<file path="src/rtl/pbarb_pkg.sv">
`timescale 1ns/1ps
package pbarb_pkg;
  localparam int NUM_EXT  = 2;
  localparam int NM       = NUM_EXT + 1;
  localparam int IDXW     = $clog2(NM);
  localparam int STRAP_W  = 2;
  localparam int STRAP_ARB = 0;
  localparam int STRAP_CEN = 1;

  typedef logic [NM-1:0]   mvec_t;
  typedef logic [IDXW-1:0] midx_t;

  localparam midx_t IDX_INT = '0;

  // one-hot vector for a master index
  function automatic mvec_t idx2vec(input midx_t idx);
    return mvec_t'(1) << idx;
  endfunction

  // index of the (single) set bit; zero when empty
  function automatic midx_t vec2idx(input mvec_t v);
    midx_t r;
    r = '0;
    for (int i = 0; i < NM; i++)
      if (v[i]) r = midx_t'(i);
    return r;
  endfunction

  // rotating search starting just past the last winner
  function automatic midx_t rr_pick(input mvec_t req, input midx_t last);
    midx_t w;
    logic  found;
    w = last;
    found = 1'b0;
    for (int k = 1; k <= NM; k++) begin
      int c;
      c = (int'(last) + k) % NM;
      if (!found && req[c]) begin
        w = midx_t'(c);
        found = 1'b1;
      end
    end
    return w;
  endfunction
endpackage

</file>
<file path="src/rtl/pbarb_straps.sv">
`timescale 1ns/1ps
module pbarb_straps
  import pbarb_pkg::*;
(
  input  logic               clk,
  input  logic               rst_in_n,
  input  logic [STRAP_W-1:0] strap_cfg,
  output logic [STRAP_W-1:0] strap_q,
  output logic               arb_en,
  output logic               central_en,
  output logic               bus_rst_o_n,
  output logic               bus_rst_oe
);
  logic [STRAP_W-1:0] cfg_q;
  logic               rst_out_q;

  // straps follow the pins while reset is held, then freeze
  always_ff @(posedge clk) begin
    if (!rst_in_n) cfg_q <= strap_cfg;
  end

  always_ff @(posedge clk or negedge rst_in_n) begin
    if (!rst_in_n) rst_out_q <= 1'b0;
    else           rst_out_q <= 1'b1;
  end

  assign strap_q     = cfg_q;
  assign arb_en      = cfg_q[STRAP_ARB];
  assign central_en  = cfg_q[STRAP_CEN];
  assign bus_rst_o_n = rst_out_q;
  assign bus_rst_oe  = cfg_q[STRAP_CEN];
endmodule

</file>
<file path="src/rtl/pbarb_grant_core.sv">
`timescale 1ns/1ps
module pbarb_grant_core
  import pbarb_pkg::*;
(
  input  logic  clk,
  input  logic  rst_in_n,
  input  logic  arb_en,
  input  mvec_t req_vec,
  input  logic  bus_idle,
  output mvec_t grant_vec,
  output logic  release_ev,
  output logic  award_ev
);
  mvec_t gnt_q, gnt_d;
  midx_t last_q, last_d;
  midx_t owner, winner;
  logic  owner_req, others_req, any_req, park_ev;

  always_comb begin
    owner      = vec2idx(gnt_q);
    owner_req  = |(gnt_q & req_vec);
    others_req = |(req_vec & ~gnt_q);
    any_req    = |req_vec;
    winner     = rr_pick(req_vec, last_q);

    release_ev = (gnt_q != '0) &&
                 ((!owner_req && owner != IDX_INT) ||
                  (others_req && (bus_idle || !owner_req)));
    award_ev   = (gnt_q == '0) && any_req;
    park_ev    = (gnt_q == '0) && !any_req;

    gnt_d  = gnt_q;
    last_d = last_q;
    if (release_ev) begin
      gnt_d = '0;
    end else if (award_ev) begin
      gnt_d  = idx2vec(winner);
      last_d = winner;
    end else if (park_ev) begin
      gnt_d = idx2vec(IDX_INT);
    end
  end

  always_ff @(posedge clk or negedge rst_in_n) begin
    if (!rst_in_n) begin
      gnt_q  <= idx2vec(IDX_INT);
      last_q <= IDX_INT;
    end else if (arb_en) begin
      gnt_q  <= gnt_d;
      last_q <= last_d;
    end
  end

  assign grant_vec = gnt_q;
endmodule

</file>
<file path="src/rtl/pbarb_err_mon.sv">
`timescale 1ns/1ps
module pbarb_err_mon (
  input  logic clk,
  input  logic rst_in_n,
  input  logic central_en,
  input  logic sys_err_n,
  output logic err_flag
);
  logic err_q;

  always_ff @(posedge clk or negedge rst_in_n) begin
    if (!rst_in_n)                     err_q <= 1'b0;
    else if (central_en && !sys_err_n) err_q <= 1'b1;
  end

  assign err_flag = err_q;
endmodule

</file>
<file path="src/rtl/pbus_central_arb.sv">
`timescale 1ns/1ps
module pbus_central_arb
  import pbarb_pkg::*;
(
  input  logic               clk,
  input  logic               rst_in_n,
  input  logic [STRAP_W-1:0] strap_cfg,
  input  logic               int_req,
  output logic               int_gnt,
  output logic               park_drive,
  output logic               xarb_req_n,
  input  logic               xarb_gnt_n,
  input  logic [NUM_EXT-1:0] ext_req_n,
  output logic [NUM_EXT-1:0] ext_gnt_n,
  input  logic               bus_frame_n,
  input  logic               bus_irdy_n,
  output logic               bus_rst_o_n,
  output logic               bus_rst_oe,
  input  logic               sys_err_n,
  output logic               err_flag
);
  logic [STRAP_W-1:0] strap_q;
  logic  arb_en, central_en;
  mvec_t req_vec, grant_vec;
  logic  bus_idle, release_ev, award_ev;

  assign req_vec[IDX_INT] = int_req;
  assign bus_idle         = bus_frame_n & bus_irdy_n;

  for (genvar g = 0; g < NUM_EXT; g++) begin : g_ext
    assign req_vec[g+1]  = ~ext_req_n[g];
    assign ext_gnt_n[g]  = arb_en ? ~grant_vec[g+1] : 1'b1;
  end

  pbarb_straps u_straps (
    .clk         (clk),
    .rst_in_n    (rst_in_n),
    .strap_cfg   (strap_cfg),
    .strap_q     (strap_q),
    .arb_en      (arb_en),
    .central_en  (central_en),
    .bus_rst_o_n (bus_rst_o_n),
    .bus_rst_oe  (bus_rst_oe)
  );

  pbarb_grant_core u_core (
    .clk        (clk),
    .rst_in_n   (rst_in_n),
    .arb_en     (arb_en),
    .req_vec    (req_vec),
    .bus_idle   (bus_idle),
    .grant_vec  (grant_vec),
    .release_ev (release_ev),
    .award_ev   (award_ev)
  );

  pbarb_err_mon u_err (
    .clk        (clk),
    .rst_in_n   (rst_in_n),
    .central_en (central_en),
    .sys_err_n  (sys_err_n),
    .err_flag   (err_flag)
  );

  assign int_gnt    = arb_en ? grant_vec[IDX_INT] : ~xarb_gnt_n;
  assign xarb_req_n = arb_en ? 1'b1 : ~int_req;
  assign park_drive = arb_en && (!rst_in_n || (grant_vec[IDX_INT] && !int_req));
endmodule

</file>
<file path="config.mk">
export PLATFORM = sky130hd
export DESIGN_NAME = pbus_central_arb
export DESIGN_NICKNAME = d
export VERILOG_FILES = /design/src/rtl/pbarb_pkg.sv /design/src/rtl/pbarb_straps.sv /design/src/rtl/pbarb_grant_core.sv /design/src/rtl/pbarb_err_mon.sv /design/src/rtl/pbus_central_arb.sv
export SDC_FILE = /design/constraint.sdc
export NUM_CORES = 1
export LEC_CHECK = 0
export BUFFER_PORTS_ARGS = -buffer_cell sky130_fd_sc_hd__buf_2
export CORE_MARGIN = 2
export CORE_UTILIZATION = 52
export DETAILED_ROUTE_END_ITERATION = 10
export GPL_TIMING_DRIVEN = 1
export HOLD_SLACK_MARGIN = 0.1
export PLACE_DENSITY_LB_ADDON = 0.25
export RECOVER_POWER = 100
export SETUP_SLACK_MARGIN = 0.4
export SKIP_CTS_REPAIR_TIMING = 1
export SLEW_MARGIN = 15
export SYNTH_ARGS = -nofsm -noshare
export SYNTH_HDL_FRONTEND = slang
export SYNTH_HIERARCHICAL = 1
export SYNTH_SLANG_ARGS = --single-unit
</file>
<file path="constraint.sdc">
create_clock -name clk -period 2.7 [get_ports clk]
set_clock_uncertainty 0.1 [all_clocks]
set_input_delay 0.27 -clock clk [delete_from_list [all_inputs] [get_ports clk]]
set_output_delay 0.27 -clock clk [all_outputs]
set_load 0.01 [all_outputs]
</file>
==> impl_metrics.py <==
metrics = {
    "detailed_routing": {
        "drc": 0,
        "routed_wl_um": 1680,
        "wl_met3_um": 90,
        "avgRoutedWirePerCell_um": 13.7,
        "antenna_left": 0,
        "first_pass_iters": 4,
        "top_layer": "met3",
        "via_per_inst": 5.71,
        "drtIter0Drc": 16,
        "vias": 702,
        "wl_met2_um": 845,
        "met1_length_um": 745,
    },
    "floorplanning": {
        "pin_count": 19,
        "dieHeight_um": 43.1,
        "initial_core_util_pct": 54.0,
        "die_area_um2": 1860,
        "dieWidth_um": 43.1,
        "core_region_area_um2": 1470,
        "fp-row-count": 14,
    },
    "setup_path": {
        "crit_family": "simple AND/OR/NAND/NOR gates",
        "arrival_ns": 2.38,
        "path_class": "register to register",
        "ff2ff_path_depth": 8,
        "reg2reg_setup_slack_ns": 0.40,
        "path_buf_inv": 1,
        "reg2reg_from": "u_core/last_q[0]",
        "path_max_fanout": 7,
        "cp.required_ns": 2.78,
        "critPathLaunchType": "register",
        "path_cells": "inv_1, ha_1, nand2b_2, mux2_4, nand3_2, or4b_4, nand4_1, a32o_2",
        "timing.rr.end": "u_core/grant_vec[1]",
        "slowest_stage": "or4b_4",
        "cp-end-kind": "register",
        "slowest_delay_ns": 0.46,
    },
    "timing": {
        "hold_ws_ns": 0.194,
        "final.min_clock_period_ns": 2.30,
        "slew_viol_final": 0,
        "finalSetupTns_ns": 0,
        "setup_viol": 0,
        "period_share_pct": 85.3,
        "hold_viol_final": 0,
        "max_freq_ghz": 0.434,
        "setup_ws_ns": 0.398,
        "rsz0062_at_grt": "no",
    },
    "final_layout": {
        "final_util_pct": 63.1,
        "drive_above_1_share_pct": 25.2,
        "final_nets": 123,
        "antenna_cells": 0,
        "syn2layout_area_growth_pct": 16.9,
        "nFillCells": 133,
        "stdcell_count": 123,
        "fin_area_um2": 928,
    },
    "placed_design": {
        "place_area_um2": 865,
        "post-dp-hpwl_um": 1180,
        "gp_congestion": 0.784,
        "pre_cts_slack_ns": 0.322,
        "io_buffers": 18,
        "placedCellCount": 116,
    },
    "power": {
        "ir_drop_uv": 448,
        "power.density_nw_per_um2": 922,
        "power_leakage_nw": 0.399,
        "total_power_mw": 0.856,
    },
    "hold_path": {
        "hold_start": "sys_err_n",
        "hp-class": "input port to register",
        "whs_endpoint": "u_err/err_flag",
        "hold_path_depth": 3,
    },
    "clock_tree": {
        "insertion_delay_ns": 0.25,
        "clkSlewWorstSetupHoldPaths_ns": 0.06,
        "numClockSinks": 9,
        "cts_tree": "yes",
        "cts_buffer_depth": 2,
        "htree_levels": 1,
        "numCtsBuffers": 3,
        "root_buffer": "clkbuf_4",
    },
    "synthesis": {
        "avgSynthCellArea_um2": 9.24,
        "netlist_area_um2": 795,
        "synthesis.nets": 101,
        "yosysWarnings": 6,
        "postSynthCellCount": 86,
    },
    "status": {
        "status": "complete, no violations",
    },
    "global_routing": {
        "overflow": 0,
        "grt_antenna_before_repair": 0,
        "grt_max_degree": 13,
        "grtUsageTotal_pct": 18.3,
        "grt_pass1_wl_um": 2660,
        "grt_pass1_vias": 634,
    },
    "job": {
        "drv_cap": 0,
    },
}
## area by class of cell
type / instances / area (um^2) / area share (%)
repair buffers: 22 / 119 / 12.8
multi-input cells: 64 / 495 / 53.4
well taps: 16 / 20.0 / 2.16
flip-flops and latches: 9 / 238 / 25.6
inverters: 8 / 30.0 / 3.23
clock buffers: 4 / 26.3 / 2.83
## cell usage in the layout, fill, tap and decap left out, types with 2 or more instances in the layout
master / instances
a21oi_1: 3
buf_2: 11
clkbuf_1: 8
clkbuf_4: 3
dfrtp_1: 5
dlygate4sd3_1: 3
edfxtp_1: 2
ha_1: 3
inv_1: 8
mux2_2: 2
mux2i_1: 3
nand2_1: 5
nand2b_1: 5
nand3_1: 2
nand3b_1: 3
nor2b_1: 2
nor3_1: 2
o2111ai_1: 2
o211ai_1: 2
o21ai_0: 6
or2b_1: 3
## worst max-delay path by stage
| stage | from | to | cells after the start |
|---|---|---|---|
| 6_report | u_core/last_q[0] | u_core/grant_vec[1] | 8 |
| 3_5_place_dp | u_core/last_q[0] | u_core/grant_vec[2] | 7 |
| 2_1_floorplan | u_core/last_q[0] | u_core/grant_vec[1] | 8 |
| 3_3_place_gp | u_core/last_q[0] | u_core/grant_vec[1] | 7 |
| 4_1_cts | u_core/last_q[0] | u_core/grant_vec[2] | 7 |
| 5_1_grt | u_core/last_q[0] | u_core/grant_vec[1] | 8 |
## metal layers
metal,vias up,track usage (%)
li1,356,-
met1,323,26.7
met2,23,27.2
met3,0,2.98
met4,0,6.06
met5,-,0
## worst register-to-register path: stages, from the launching register on
cell and delay, ns:
dfrtp_1 0.44, inv_1 0.13, ha_1 0.22, nand2b_2 0.19, mux2_4 0.29, nand3_2 0.07, or4b_4 0.46, nand4_1 0.16
a32o_2 0.19
## where the power goes
group / internal [mW] / total (mW) / switching (mW)
combinational: 0.259 / 0.529 / 0.269
clock: 0.0566 / 0.0982 / 0.0416
sequential: 0.178 / 0.229 / 0.0510
total: 0.494 / 0.856 / 0.362
## flip-flops by register name, indices dropped and copies added, names as in the netlist
signal,cells
u_err/err_flag,1
u_core/last_q,2
u_core/grant_vec,3
u_straps/strap_q,2
u_straps/bus_rst_o_n,1
(Power assumes the default switching activity.)
